`src/rtl/err_sig_pkg.sv`:
```
package err_sig_pkg;
  typedef enum logic [1:0] {
    SEV_COR      = 2'd0,
    SEV_NONFATAL = 2'd1,
    SEV_FATAL    = 2'd2
  } err_sev_e;

  localparam int DSTA_W   = 4;
  localparam int DSTA_COR = 0;
  localparam int DSTA_NF  = 1;
  localparam int DSTA_FAT = 2;
  localparam int DSTA_UR  = 3;
endpackage

```
`src/rtl/err_sig_w1c.sv`:
```
module err_sig_w1c #(
  parameter int W = 16,
  parameter logic [W-1:0] INIT = '0
) (
  input  logic         clk,
  input  logic         rst_n,
  input  logic [W-1:0] set,
  input  logic [W-1:0] clr,
  output logic [W-1:0] q
);
  // Hardware set dominates a simultaneous software clear.
  always_ff @(posedge clk) begin
    if (!rst_n) q <= INIT;
    else        q <= (q & ~clr) | set;
  end
endmodule

```
`src/rtl/err_sig_classify.sv`:
```
module err_sig_classify
  import err_sig_pkg::*;
#(
  parameter int EW = 16,
  parameter logic [EW-1:0] UNC_SUP = '1,
  parameter logic [EW-1:0] COR_SUP = '1,
  parameter int UR_BIT  = 11,
  parameter int ADV_BIT = 5
) (
  input  logic              strobe,
  input  logic [EW-1:0]     code,
  input  logic              is_cor,
  input  logic              advisory,
  input  logic [EW-1:0]     cor_mask,
  input  logic [EW-1:0]     unc_mask,
  input  logic [EW-1:0]     sev,
  input  logic              serr_en,
  input  logic              cor_en,
  input  logic              nf_en,
  input  logic              fat_en,
  input  logic              ur_en,
  output logic [DSTA_W-1:0] dsta_set,
  output logic [EW-1:0]     cor_set,
  output logic [EW-1:0]     unc_set,
  output logic              log_go,
  output logic              msg_go,
  output err_sev_e          msg_class
);
  localparam logic [EW-1:0] UR_VEC  = EW'(1) << UR_BIT;
  localparam logic [EW-1:0] ADV_VEC = EW'(1) << ADV_BIT;

  logic [EW-1:0] code_m, cor_bit;
  logic          single, take, fatal, adv_path, is_ur;
  logic          cor_masked, unc_masked, ur_block;

  always_comb begin
    code_m     = code & (is_cor ? COR_SUP : UNC_SUP);
    single     = (code_m != '0) && ((code_m & (code_m - EW'(1))) == '0);
    take       = strobe && single;
    is_ur      = !is_cor && (code_m == UR_VEC);
    fatal      = !is_cor && ((code_m & sev) != '0);
    adv_path   = !is_cor && !fatal && advisory;
    cor_bit    = is_cor ? code_m : ADV_VEC;
    cor_masked = (cor_bit & cor_mask) != '0;
    unc_masked = (code_m & unc_mask) != '0;
    ur_block   = is_ur && !ur_en;

    dsta_set  = '0;
    cor_set   = '0;
    unc_set   = '0;
    log_go    = 1'b0;
    msg_go    = 1'b0;
    msg_class = SEV_COR;

    if (take) begin
      dsta_set[DSTA_UR] = is_ur;
      if (is_cor || adv_path) begin
        dsta_set[DSTA_COR] = 1'b1;
        cor_set            = cor_bit;
        if (!cor_masked) begin
          if (adv_path) begin
            unc_set = code_m;
            log_go  = !unc_masked;
          end
          msg_go = cor_en && !ur_block;
        end
      end else begin
        dsta_set[DSTA_FAT] = fatal;
        dsta_set[DSTA_NF]  = !fatal;
        unc_set            = code_m;
        msg_class          = fatal ? SEV_FATAL : SEV_NONFATAL;
        if (!unc_masked) begin
          log_go = 1'b1;
          msg_go = !(ur_block && !serr_en) &&
                   (serr_en || (fatal ? fat_en : nf_en));
        end
      end
    end
  end
endmodule

```
`src/rtl/err_sig_followup.sv`:
```
module err_sig_followup #(
  parameter int EW = 16,
  parameter int SRC_W = 16,
  parameter int HLO_BIT = 7
) (
  input  logic             clk,
  input  logic             rst_n,
  input  logic             evt_valid,
  input  logic [EW-1:0]    evt_code,
  input  logic             evt_cor,
  input  logic             evt_advisory,
  input  logic [SRC_W-1:0] evt_src,
  input  logic             overflow,
  output logic             evt_ready,
  output logic             strobe,
  output logic [EW-1:0]    code,
  output logic             is_cor,
  output logic             advisory,
  output logic [SRC_W-1:0] src
);
  logic             pend_q;
  logic [SRC_W-1:0] src_q;

  always_ff @(posedge clk) begin
    if (!rst_n) begin
      pend_q <= 1'b0;
      src_q  <= '0;
    end else begin
      pend_q <= overflow;
      if (strobe) src_q <= src;
    end
  end

  always_comb begin
    evt_ready = !pend_q;
    if (pend_q) begin
      strobe   = 1'b1;
      code     = EW'(1) << HLO_BIT;
      is_cor   = 1'b1;
      advisory = 1'b0;
      src      = src_q;
    end else begin
      strobe   = evt_valid;
      code     = evt_code;
      is_cor   = evt_cor;
      advisory = evt_advisory;
      src      = evt_src;
    end
  end
endmodule

```
`src/rtl/err_signal_ctrl.sv`:
```
module err_signal_ctrl
  import err_sig_pkg::*;
#(
  parameter int EW = 16,
  parameter int SRC_W = 16,
  parameter logic [EW-1:0] UNC_SUP = 16'h1FFF,
  parameter logic [EW-1:0] COR_SUP = 16'h00FF,
  parameter logic [EW-1:0] SEV_DEFAULT = 16'h0317,
  parameter int UR_BIT  = 11,
  parameter int ADV_BIT = 5,
  parameter int HLO_BIT = 7
) (
  input  logic              clk,
  input  logic              rst_n,
  input  logic              evt_valid,
  output logic              evt_ready,
  input  logic [EW-1:0]     evt_code,
  input  logic              evt_cor,
  input  logic              evt_advisory,
  input  logic [SRC_W-1:0]  evt_src,
  input  logic              ctl_serr_en,
  input  logic              ctl_cor_rep_en,
  input  logic              ctl_nf_rep_en,
  input  logic              ctl_fat_rep_en,
  input  logic              ctl_ur_rep_en,
  input  logic [EW-1:0]     cor_mask,
  input  logic [EW-1:0]     unc_mask,
  input  logic              sev_we,
  input  logic [EW-1:0]     sev_wdata,
  output logic [EW-1:0]     unc_sev,
  input  logic              log_full,
  input  logic [DSTA_W-1:0] dsta_clr,
  input  logic [EW-1:0]     cor_clr,
  input  logic [EW-1:0]     unc_clr,
  output logic [DSTA_W-1:0] dev_sta,
  output logic [EW-1:0]     cor_sta,
  output logic [EW-1:0]     unc_sta,
  output logic              msg_valid,
  output logic [1:0]        msg_sev,
  output logic [SRC_W-1:0]  msg_src,
  output logic              log_req,
  output logic [EW-1:0]     log_bit,
  output logic              log_ovf
);
  logic              c_strobe, c_cor, c_adv;
  logic [EW-1:0]     c_code;
  logic [SRC_W-1:0]  c_src;
  logic [DSTA_W-1:0] dsta_set;
  logic [EW-1:0]     cor_set, unc_set;
  logic              log_go, msg_go, ovf_now;
  err_sev_e          msg_class;

  assign ovf_now = log_go && log_full;

  err_sig_followup #(.EW(EW), .SRC_W(SRC_W), .HLO_BIT(HLO_BIT)) u_follow (
    .clk(clk), .rst_n(rst_n),
    .evt_valid(evt_valid), .evt_code(evt_code), .evt_cor(evt_cor),
    .evt_advisory(evt_advisory), .evt_src(evt_src), .overflow(ovf_now),
    .evt_ready(evt_ready), .strobe(c_strobe), .code(c_code),
    .is_cor(c_cor), .advisory(c_adv), .src(c_src)
  );

  err_sig_classify #(
    .EW(EW), .UNC_SUP(UNC_SUP), .COR_SUP(COR_SUP),
    .UR_BIT(UR_BIT), .ADV_BIT(ADV_BIT)
  ) u_class (
    .strobe(c_strobe), .code(c_code), .is_cor(c_cor), .advisory(c_adv),
    .cor_mask(cor_mask), .unc_mask(unc_mask), .sev(unc_sev),
    .serr_en(ctl_serr_en), .cor_en(ctl_cor_rep_en), .nf_en(ctl_nf_rep_en),
    .fat_en(ctl_fat_rep_en), .ur_en(ctl_ur_rep_en),
    .dsta_set(dsta_set), .cor_set(cor_set), .unc_set(unc_set),
    .log_go(log_go), .msg_go(msg_go), .msg_class(msg_class)
  );

  err_sig_w1c #(.W(DSTA_W)) u_dsta (
    .clk(clk), .rst_n(rst_n), .set(dsta_set), .clr(dsta_clr), .q(dev_sta)
  );
  err_sig_w1c #(.W(EW)) u_cor (
    .clk(clk), .rst_n(rst_n), .set(cor_set), .clr(cor_clr), .q(cor_sta)
  );
  err_sig_w1c #(.W(EW)) u_unc (
    .clk(clk), .rst_n(rst_n), .set(unc_set), .clr(unc_clr), .q(unc_sta)
  );

  always_ff @(posedge clk) begin
    if (!rst_n) begin
      unc_sev   <= SEV_DEFAULT;
      msg_valid <= 1'b0;
      msg_sev   <= SEV_COR;
      msg_src   <= '0;
      log_req   <= 1'b0;
      log_bit   <= '0;
      log_ovf   <= 1'b0;
    end else begin
      if (sev_we) unc_sev <= sev_wdata;
      msg_valid <= msg_go;
      log_req   <= log_go;
      log_ovf   <= ovf_now;
      if (msg_go) begin
        msg_sev <= msg_class;
        msg_src <= c_src;
      end
      log_bit <= log_go ? (c_code & UNC_SUP) : '0;
    end
  end
endmodule

```
`config.mk`:
```
export PLATFORM = sky130hd
export DESIGN_NAME = err_signal_ctrl
export DESIGN_NICKNAME = d
export VERILOG_FILES = /design/src/rtl/err_sig_pkg.sv /design/src/rtl/err_sig_w1c.sv /design/src/rtl/err_sig_classify.sv /design/src/rtl/err_sig_followup.sv /design/src/rtl/err_signal_ctrl.sv
export SDC_FILE = /design/constraint.sdc
export NUM_CORES = 1
export LEC_CHECK = 0
export CAP_MARGIN = 20
export CORE_MARGIN = 2
export CORE_UTILIZATION = 25
export DETAILED_ROUTE_END_ITERATION = 16
export PLACE_DENSITY_LB_ADDON = 0.15
export SLEW_MARGIN = 0
export SYNTH_ARGS = -nofsm -noshare
export SYNTH_HDL_FRONTEND = slang
export SYNTH_SLANG_ARGS = --single-unit
```
`constraint.sdc`:
```
create_clock -name clk -period 2.8 [get_ports clk]
set_input_delay 0.56 -clock clk [delete_from_list [all_inputs] [get_ports clk]]
set_output_delay 0.56 -clock clk [all_outputs]
set_load 0.01 [all_outputs]
```
# Word-level counts from Yosys, hierarchy flattened
# Index checks and enable logic that the tools add are counted.
# W data, S select, Z words.
# totals
register_bits	105
inputBits	128
out_inout_bits	90
word_cells	84
# op_classes
add_sub_neg	1
eq_ne	1
mux	29
bitwise_logic	14
reduce_logical	27
# op_table
operator	count
$mux W16	9
$and A16 B16 Y16	7
$reduce_bool A16 Y1	4
$not A16 Y16	2
$or A16 B16 Y16	2
$eq A16 B12 Y1 const B	1
$logic_not A16 Y1	1
$sub A16 B1 Y16 const B	1
$mux W1	14
$mux W13	1
$logic_and A1 B1 Y1	11
$logic_not A1 Y1	8
$mux W2	4
$and A4 B4 Y4	1
$mux W4	1
$not A4 Y4	1
$or A4 B4 Y4	1
$logic_or A1 B1 Y1	2
$reduce_and A2 Y1	1

# Depth between registers and ports, before layout
# Gate-level depths: netlist (run 1).
# depth
depth_word	14
depth_mapped	10
ltp_nobuf	8

# Modules after synthesis
# Synthesis (run 1) repeated with hierarchy kept, for this count alone.
# hier_totals
hier_cells	488
hier_area_um2	4883.4
# by_module_without_submodules
module	instances	cells_each	area_per_inst_um2	seq_area_each_um2
err_signal_ctrl	1	149	1754.2	1001.0
err_sig_w1c at u_cor ...	2	50	571.8	320.3
err_sig_followup	1	113	1019.7	340.3
err_sig_classify	1	114	800.8	0.0
err_sig_w1c at u_dsta	1	12	165.2	80.1

# Least setup slack after synthesis (run 1)
# Ideal clock, no wire load.
# synth_path
path_type	input -> register
start	input port evt_code[2]
end	register log_bit[7]
arrival_ps	2475
setup_slack_ps	260
cell_stages	10
path_cell_list	buf_2 -> nor4_4 -> nand3_2 -> o211ai_1 -> nand4_2 -> a311o_1 -> or2_1 -> buf_2 -> buf_6 -> nor2_1
# synth_between
elab_chain_cells	13
word_cells_on_any_way	27
classes_between	add/sub (1); mux (7); bitwise (5); reduce/logical (14)
# synth_lines
item	line	source
start: declaration	err_signal_ctrl.sv:17	input logic [EW-1:0] evt_code,
$mux W16 *	err_sig_followup.sv:36	if (pend_q) begin
$and A16 B16 Y16 *	err_sig_classify.sv:37	code_m = code & (is_cor ? COR_SUP : UNC_SUP);
parallel branches: the longest is 9 deep, another holds $sub A16 B1 Y16	n/a	
$mux W1 *	err_sig_classify.sv:55	if (take) begin
$reduce_and A2 Y1 (no line) *	n/a	
end signal: assignment	err_signal_ctrl.sv:103	log_bit <= log_go ? (c_code & UNC_SUP) : '0;
end: declaration	err_signal_ctrl.sv:42	output logic [EW-1:0] log_bit,
# Mark *: on every way between the ends.
# A chain may end at the register's enable or synchronous reset.

# Worst setup path in the final report (run 1)
# layout_path
start	input port evt_code[2]
end	register msg_src[0]
# layout_between
elab_chain_cells	11
word_cells_on_any_way	34
classes_between	add/sub (1); eq/ne (1); mux (7); bitwise (5); reduce/logical (20)
# layout_lines
item	line	source
$mux W16 *	err_sig_followup.sv:36	
$and A16 B16 Y16 *	err_sig_classify.sv:37	
parallel branches: the longest is 8 deep, another holds $sub A16 B1 Y16	n/a	
$mux W1 *	err_sig_classify.sv:55	
end signal: assignment	err_signal_ctrl.sv:101	msg_src <= c_src;
end: declaration	err_signal_ctrl.sv:40	output logic [SRC_W-1:0] msg_src,
# Marks and branches as above.

==> results.py, run 1 <==
metrics = {
    "floorplanning": {
        "die-area_um2": 17700,
        "initial_core_util": 0.253,
        "core_area_um2": 16500,
        "rows": 47,
        "fp.dieW_um": 133,
        "die_h_um": 133,
        "ios": 218,
    },
    "placed_design": {
        "dpl.hpwl_um": 11700,
        "finalWeightedCongestion": 0.812,
        "pre_cts_ws_ps": -341,
        "port_buffers": 200,
    },
    "grt": {
        "gr-total-overflow": 0,
        "antenna_found_initial": 0,
        "grt_pass1_vias": 4285,
        "grt_pass1_wl_um": 23400,
        "grt_max_degree": 64,
        "grt.total_usage": 0.170,
    },
    "synthesis": {
        "ys_seq_elements": 102,
        "synthArstFlopShare": 0,
        "synth_xor_area_frac": 0,
        "yosysTopAreaCell": "dfxtp_1",
        "netlist_area_um2": 4170,
        "synthTopCellsByArea": "dfxtp_1, mux2i_1, a21oi_1",
        "synth.area.mux_share": 0.0843,
        "synth_top_family_by_area": "simple AND/OR/NAND/NOR gates",
        "synth_cell_types": 51,
        "synth-simple-area-share": 0.190,
        "synth_compound_area_frac": 0.179,
        "yosysTopAreaCellShare": 0.490,
        "syn_avg_cell_area_um2": 9.11,
        "synth_edf_count": 0,
        "synth_cells": 458,
        "synthAdderAreaFrac": 0,
        "ys.flop_type": "dfxtp_1",
        "synth_warnings": 0,
        "synth.yosys.seq_area_share": 0.490,
    },
    "power_and_ir_drop": {
        "power_frac_comb": 0.147,
        "clkPwrFrac": 0.383,
        "sw_frac_of_total": 0.244,
        "p_seq_frac": 0.470,
        "p_leak_uw": 0.00276,
        "power_per_cell_area_nw_per_um2": 438,
        "p_sw_uw": 776,
        "p_int_uw": 2400,
        "ir_worst_vdd_mv": 0.287,
    },
    "cts": {
        "cts_buffers": 9,
        "hold_buffers": 0,
        "cts_tree": "yes",
        "htree_num_levels": 3,
        "cts.path.max_buffers": 2,
        "clk_pin_slew_ps": 70,
        "clk_latency_ps": 350,
        "clock-sinks": 102,
        "cts-root-buf": "clkbuf_16",
    },
    "critical_path": {
        "cp-end-kind": "flip-flop",
        "crit_chain": "clkdlybuf4s50_1 > buf_4 > a22oi_1 > nor3_1 > a211o_1 > nor4b_2 > a211o_4 > clkbuf_16 > a21oi_1 > a311oi_1",
        "cpMaxStageDelayCell": "clkdlybuf4s50_1",
        "arrival_ps": 3000,
        "required_ps": 3050,
        "crit_type": "in -> reg",
        "crit_path_max_incr_delay_ps": 550,
        "startpoint_type": "input port",
        "path_max_fanout": 13,
    },
    "sta": {
        "worstMarginPinSlew_ps": 635,
        "max_freq_ghz": 0.364,
        "period_needed_ps": 2750,
        "min_period_over_period": 0.981,
        "finalSetupTns_ps": 0,
        "slew_violations": 0,
        "finalHoldViolations": 0,
        "clock_skew_ps": 5.82,
        "fin_ws_ps": 53.8,
        "slew_headroom": 0.576,
        "setup_violations": 0,
    },
    "finish": {
        "nets": 832,
        "syn_to_final_growth_pct": 74.3,
        "drive_gt1_frac": 0.157,
        "antenna_cells": 0,
    },
    "detailed_routing": {
        "vias_per_cell": 4.67,
        "routed_wl_um": 15800,
        "avgRoutedWirePerCell_um": 17.0,
        "drtIter0Drc": 139,
        "drtAntennaViolNets": 0,
        "drc": 0,
        "vias": 4335,
        "first_pass_iters": 5,
    },
    "min_path": {
        "hold_path_class": "reg -> reg",
    },
    "run": {
        "max_cap_violations": 0,
    },
    "run_status": {
        "status": "finished, final reports clean",
    },
}
[metal layers]
| layer | vias to the layer above | GRT usage | wire length [um] |
|---|---|---|---|
| met1 | 2067 | 0.208 | 7060 |
| met2 | 136 | 0.290 | 7510 |
| met3 | 17 | 0.0422 | 963 |
| li1 | 2115 | - | - |
| met4 | 0 | 0.0579 | 236 |
| met5 | - | 0 | 0 |
[path summary, 6_finish.rpt]
path,cells past startpoint,startpoint,slack (ps),endpoint
max,10,evt_code[2],50,msg_src[0]
min,2,u_cor.q[12],440,u_cor.q[12]
max reg2reg,11,u_follow.pend_q,330,msg_src[0]
min reg2reg,2,u_cor.q[12],440,u_cor.q[12]
[worst max-delay path: cells and delay by family]
kind | cells | cell delay, ps
AND/OR/NAND/NOR | 2 | 400
buffers and inverters | 3 | 960
AO/OA/AOI/OAI | 5 | 1070
[synth_stat cells (all sizes together) (2+ instances only)]
master and number:
nor3b 8, or3 6, a21oi 50, o22ai 2
buf 15, a32oi 2, nand4 3, a222oi 3
dfxtp 102, nor4 3, a311oi 16, a22oi 9
o31ai 2, nor2 39, o21ai 12, mux2i 34
inv 16, clkbuf 18, a211o 3, nor2b 6
o211ai 2, nor3 12, nand3b 12, nand3 5
nand2 55, nand2b 7
[registers in the layout, indices dropped and copies added, names as in the netlist, 2 cells and up]
register,cells
msg_src,16
u_cor.q,16
u_follow.src_q,16
u_unc.q,16
unc_sev,16
log_bit,13
u_dsta.q,4
msg_sev,2
[layout make-up]
type | instances | area [um2]
Fill cell | 1625 | 9200
Timing Repair Buffer | 266 | 2580
Sequential cell | 102 | 2040
Multi-Input combinational cell | 309 | 2020
Clock inverter | 4 | 31.3
Inverter | 16 | 60.1
Tap cell | 220 | 275
Clock buffer | 12 | 256
[stage by stage]
stage | instance area [um2] | hold WS [ps] | util | total power [uW] | cells
6_report | 7270 | 437 | 0.442 | 3180 | 929
5_1_grt | 7270 | 460 | 0.442 | 3320 | 929
4_1_cts | 7050 | 440 | 0.428 | 3210 | 923
3_5_place_dp | 6760 | 429 | 0.411 | 1970 | 907
3_3_place_gp | 6760 | 428 | 0.411 | 1960 | 907
2_1_floorplan | 4180 | 436 | - | 1680 | 460
[power by group through the flow]
stage               sequential, uW  clock [uW]  combinational (uW)
finish                        1490        1220                 468
global route                  1500        1320                 502
CTS                           1490        1270                 444
detailed placement            1530           0                 440
global placement              1530           0                 437
floorplan                     1530           0                 149
[kinds of logic after synthesis]
logic type	count (synthesis)
AND/OR/NAND/NOR	159
AO/OA/AOI/OAI	112
flip-flops	102
buffers and inverters	49
multiplexers	35
other	1
[what timing repair did]
item | CTS | global route
hold endpoints to repair | 0 | 0
setup buffers | 0 | 3
endpoints found under the setup margin | 0 | 31
resized for setup | 0 | 27
[layout by cell type, fill, tap and decap left out, types with 3 or more instances in the layout]
master and instances:
clkinv_4 3, clkdlybuf4s50_1 196, nand2_1 54, nand2b_1 7, nand3_1 3, a21oi_2 5, or3_1 6, o21ai_0 11
a222oi_1 3, mux2i_1 34, a22oi_1 8, conb_1 3, a21oi_1 45, dlymetal6s2s_1 4, dfxtp_1 101, nor2b_1 6
nor3b_1 8, clkbuf_16 11, a311oi_2 8, nor2_1 38, a311oi_1 8, nor3_1 11, inv_1 14, buf_4 60
nand3b_1 12, buf_12 3
Power figures use the tool's default switching activity.
==> run 2, diff against run 1 <==
CELL_PAD_IN_SITES_DETAIL_PLACEMENT = 0   (was default)
CELL_PAD_IN_SITES_GLOBAL_PLACEMENT = 2   (was default)
CORE_UTILIZATION = 22   (was 25)
==> run 2 against run 1 <==
Sequential power about the same. Clock skew barely moved. Sequential cell count unchanged. Via count is 0.83% lower. Largest power group unchanged. Clock power is 6% higher. Power grew 2.2%. Die area grew 13%. Highest routed layer unchanged. Hold slack gained 5.1 ps. Register-to-register slack better by 30 ps. Cell area stayed put. Core utilization fell by 5.2 points. Largest cell class unchanged.
==> results.py, run 2 (same netlist as run 1, synthesis figures left out) <==
metrics = {
    "min_path": {
        "holdPathEnd": "u_cor.q[15]",
        "min_path_cells": 2,
        "hold_path_class": "reg -> reg",
        "hp-start": "u_cor.q[15]",
    },
    "placed_design": {
        "port_buffers": 200,
        "place_inst": 924,
        "placed_area_um2": 6820,
        "finalWeightedCongestion": 0.866,
        "dpl.hpwl_um": 12200,
    },
    "finish": {
        "final_util": 0.390,
        "nets": 833,
        "fillers": 1882,
        "layout_common_cells": "clkdlybuf4s50_1, dfxtp_1, buf_4, nand2_1, a21oi_1",
        "drive_gt1_frac": 0.142,
        "fin_area_um2": 7270,
        "layout_commonest_cell": "clkdlybuf4s50_1",
        "syn_to_final_growth_pct": 74.3,
        "instances_no_fill": 943,
        "antenna_cells": 0,
    },
    "cts": {
        "clk_pin_slew_ps": 70,
        "htree_num_levels": 3,
        "cts_tree": "yes",
        "clock-sinks": 102,
        "cts.path.max_buffers": 2,
        "clk_latency_ps": 350,
        "cts_buffers": 9,
        "cts-root-buf": "clkbuf_16",
    },
    "floorplanning": {
        "die_h_um": 142,
        "ios": 218,
        "core_area_um2": 18600,
        "initial_core_util": 0.224,
        "rows": 50,
        "die-area_um2": 20100,
        "fp.dieW_um": 142,
    },
    "critical_path": {
        "required_ps": 2990,
        "cp-end-kind": "flip-flop",
        "startpoint_type": "input port",
        "reg2reg_depth": 8,
        "path_max_fanout": 7,
        "rrSetupSlack_ps": 360,
        "r2r-start": "unc_sev[11]",
        "crit_type": "in -> reg",
        "rr_endpoint": "msg_src[14]",
        "arrival_ps": 2880,
    },
    "sta": {
        "finalHoldViolations": 0,
        "max_freq_ghz": 0.371,
        "worstMarginPinSlew_ps": 873,
        "slew_headroom": 0.417,
        "slew_violations": 0,
        "clock_skew_ps": 6.07,
        "rsz0062_at_grt": "false",
        "holdWs_ps": 442,
        "period_needed_ps": 2690,
        "min_period_over_period": 0.962,
        "setup_violations": 0,
    },
    "grt": {
        "antenna_found_initial": 0,
        "grt_pass1_wl_um": 24000,
        "gr-total-overflow": 0,
        "grt.total_usage": 0.156,
        "grt_pass1_vias": 4379,
        "grt_max_degree": 49,
    },
    "detailed_routing": {
        "drtIter0Drc": 158,
        "vias_per_cell": 4.56,
        "avgRoutedWirePerCell_um": 17.1,
        "routed_wl_um": 16200,
        "vias": 4299,
        "drtAntennaViolNets": 0,
        "first_pass_iters": 6,
        "drc": 0,
    },
    "power_and_ir_drop": {
        "power.total_uw": 3250,
        "power_per_cell_area_nw_per_um2": 447,
        "ir_worst_vdd_mv": 0.263,
        "p_leak_uw": 0.00279,
    },
    "run": {
        "max_cap_violations": 0,
    },
    "run_status": {
        "status": "finished, final reports clean",
    },
}
-- run 2: changes by cell type in the layout (fill, tap and decap cells not counted), sizes merged --
cell and change:
buf +1, bufinv +1, clkdlybuf4s50 -3, clkinv -2
dlymetal6s2s +3
-- run 2: layer usage --
metal	part of all wire	track usage	vias up
met2	0.47	0.262	152
met5	0	0	-
met1	0.45	0.194	2010
li1	-	-	2113
met4	0.021	0.0542	0
met3	0.060	0.0395	24
-- run 2: worst max-delay path, stage by stage --
cell,delay (ps)
clkdlybuf4s50_1,420
a222oi_1,280
nand2_1,200
o31a_1,350
mux2_2,280
a211o_4,400
clkbuf_16,190
a21oi_1,140
a311oi_1,60
-- run 2: layout make-up --
| cell class | instances | area (um2) | area share |
|---|---|---|---|
| repair buffers | 267 | 2600 | 0.358 |
| flip-flops and latches | 102 | 2040 | 0.281 |
| multi-input cells | 309 | 1970 | 0.271 |
| well taps | 234 | 293 | 0.0403 |
| clock buffers | 12 | 256 | 0.0353 |
| inverters | 16 | 60.1 | 0.00826 |
| clock inverters | 3 | 43.8 | 0.00602 |
-- run 2: report_power, final --
group | leakage, uW | internal [uW] | total [uW] | switching, uW
Combinational | 0.00182 | 275 | 467 | 192
Clock | 0.000149 | 738 | 1290 | 552
Sequential | 0.000828 | 1480 | 1490 | 17.5
Total | 0.00279 | 2490 | 3250 | 761
-- run 2: worst max-delay path by stage --
stage | from | end | slack [ps]
2_1_floorplan | evt_code[2] | log_bit[7] | 260
3_3_place_gp | evt_code[5] | msg_src[2] | -380
3_5_place_dp | evt_code[4] | msg_src[8] | -380
4_1_cts | evt_code[4] | msg_src[8] | 2
5_1_grt | evt_code[3] | msg_src[8] | 10
6_report | evt_code[11] | msg_src[14] | 110
-- run 2: per-stage QoR --
| step | setup TNS (ps) | setup WS, ps |
|---|---|---|
| 5_1_grt | 0 | 11.9 |
| 2_1_floorplan | 0 | 260 |
| 4_1_cts | 0 | 2.29 |
| 3_5_place_dp | -9730 | -384 |
| 6_report | 0 | 106 |
| 3_3_place_gp | -10260 | -375 |
-- run 2: timing repair --
action / in CTS / in global routing
gates resized for setup: 0 / 20
hold buffers: 0 / 0
setup endpoints to repair: 0 / 20
setup buffers: 0 / 1
==> run 3, diff against run 2 <==
GPL_TIMING_DRIVEN = 0   (was default)
==> run 3 against run 2 <==
Core utilization fell by 2.0 points. Sequential share of layout area rose by 1.5 points. Non-clock buffer count fell by 28. Hold slack improved by 4.1 ps. Largest cell class unchanged. Power rose by 1.2%. Critical path type unchanged.
==> results.py, run 3 (same netlist as run 1, synthesis figures left out) <==
metrics = {
    "placed_design": {
        "dpl.hpwl_um": 12700,
        "port_buffers": 195,
        "place_inst": 889,
        "finalWeightedCongestion": 0.844,
    },
    "grt": {
        "grt_max_degree": 17,
        "gr-total-overflow": 0,
        "grt_use_met3": 0.0348,
        "gr-max-usage-layer": "met2",
        "grt.total_usage": 0.161,
        "use_met1": 0.202,
        "use_met2": 0.276,
        "antenna_found_initial": 0,
        "grt_pass1_wl_um": 24400,
        "grt_pass1_vias": 4282,
    },
    "critical_path": {
        "crit_chain": "dlygate4sd2_1 > a222oi_1 > nand2_2 > o41ai_4 > buf_4 > nor3_1 > a211o_4 > buf_4 > a21oi_1 > a311oi_2",
        "cp-end-kind": "flip-flop",
        "cpMaxStageDelayCell": "o41ai_4",
        "crit_path_max_incr_delay_ps": 410,
        "cpMostUsedCell": "buf_4",
        "startpoint_type": "input port",
        "rrSetupSlack_ps": 180,
        "crit_type": "in -> reg",
        "arrival_ps": 2910,
        "path_max_fanout": 10,
        "r2r-start": "u_follow.pend_q",
        "reg2reg_depth": 9,
        "required_ps": 3020,
        "rr_endpoint": "msg_src[5]",
    },
    "sta": {
        "slew_violations": 0,
        "clock_skew_ps": 5.67,
        "worstMarginPinSlew_ps": 786,
        "max_freq_ghz": 0.371,
        "min_period_over_period": 0.962,
        "finalHoldViolations": 0,
        "period_needed_ps": 2690,
        "rsz0062_at_grt": "true",
        "slew_headroom": 0.476,
        "finalSetupTns_ps": 0,
        "setup_violations": 0,
    },
    "floorplanning": {
        "die_h_um": 142,
        "ios": 218,
        "core_area_um2": 18600,
        "rows": 50,
        "initial_core_util": 0.224,
        "fp.dieW_um": 142,
        "die-area_um2": 20100,
    },
    "run": {
        "max_cap_violations": 0,
    },
    "detailed_routing": {
        "drtAntennaViolNets": 0,
        "drc": 0,
        "avgRoutedWirePerCell_um": 17.8,
        "routed_wl_um": 16300,
        "vias": 4137,
        "vias_per_cell": 4.51,
        "first_pass_iters": 4,
        "drtIter0Drc": 239,
    },
    "power_and_ir_drop": {
        "p_leak_uw": 0.00254,
        "power_per_cell_area_nw_per_um2": 477,
        "ir_worst_vdd_mv": 0.266,
    },
    "finish": {
        "instances_no_fill": 918,
        "final_util": 0.370,
        "syn_to_final_growth_pct": 65.5,
        "nets": 805,
        "layout_common_cells": "clkdlybuf4s50_1, dfxtp_1, nand2_1, a21oi_1, nor2_1",
        "layout_commonest_cell": "clkdlybuf4s50_1",
        "fillers": 1892,
        "drive_gt1_frac": 0.0968,
    },
    "min_path": {
        "hold_path_class": "reg -> reg",
        "hp-start": "u_cor.q[12]",
        "holdPathEnd": "u_cor.q[12]",
        "min_path_cells": 2,
    },
    "run_status": {
        "status": "finished, final reports clean",
    },
    "cts": {
        "clk_pin_slew_ps": 70,
        "cts_tree": "yes",
        "clk_latency_ps": 350,
        "clock-sinks": 102,
        "htree_num_levels": 3,
        "cts_buffers": 9,
        "cts.path.max_buffers": 2,
        "cts-root-buf": "clkbuf_16",
    },
}
-- run 3: changes by cell type in the layout (fill, tap and decap cells not counted), sizes merged, moves of 3 or more --
cell / before / now
clkinvlp: 0 / 3
clkdlybuf4s50: 193 / 184
dlygate4sd2: 0 / 7
buf: 65 / 27
dlymetal6s2s: 7 / 2
clkbuf: 14 / 30
-- run 3: report_power, final --
group | switching, uW | total, uW | leakage, uW | internal (uW)
Clock | 570 | 1380 | 0.000148 | 808
Sequential | 16.6 | 1490 | 0.000828 | 1480
Combinational | 191 | 420 | 0.00156 | 229
-- run 3: repair_timing --
action | in CTS | in global routing
resized for setup | 18 | 17
setup endpoints to repair | 50 | 40
buffers inserted | 9 | 2
pin swaps | 7 | 8
hold endpoints to repair | 0 | 0
hold buffers | 0 | 0
-- run 3: layer usage --
layer  wire length, um  share of wire
met3              1120          0.069
met1              7130           0.44
met2              7860           0.48
met4               231          0.014
met5                 0              0
-- run 3: area by class of cell --
type / instances / area (um2) / share of cell area
multi-input cells: 309 / 1980 / 0.286
well taps: 234 / 293 / 0.0424
inverters: 16 / 60.1 / 0.00870
plain buffers: 33 / 178 / 0.0257
flip-flops and latches: 102 / 2040 / 0.296
clock buffers: 11 / 243 / 0.0352
repair buffers: 206 / 2020 / 0.293
clock inverters: 5 / 82.6 / 0.0120
diodes: 2 / 5.00 / 0.000725
-- run 3: worst max-delay path: cells and delay by family --
family                 cells  cell delay, ps
AO/OA/AOI/OAI              5            1430
buffers and inverters      3             680
AND/OR/NAND/NOR            2             220
-- run 3: worst max path at each step --
stage	start	to	slack, ps	cells after the start
2_1_floorplan	evt_code[2]	log_bit[7]	260	10
3_3_place_gp	evt_code[0]	msg_src[15]	-830	9
3_5_place_dp	evt_code[0]	msg_src[9]	-860	9
4_1_cts	evt_code[12]	msg_src[5]	9	9
5_1_grt	evt_code[8]	msg_src[5]	-10	10
6_report	evt_code[8]	msg_src[5]	110	10
-- run 3: stage by stage --
stage	hold slack [ps]	instance area, um2	setup WS, ps	total power [uW]
global route	471	6900	-12.9	3430
detailed placement	434	6420	-864	1940
global placement	429	6420	-832	1930
finish	446	6900	107	3290
floorplan	436	4180	260	1680
CTS	447	6840	8.74	3340
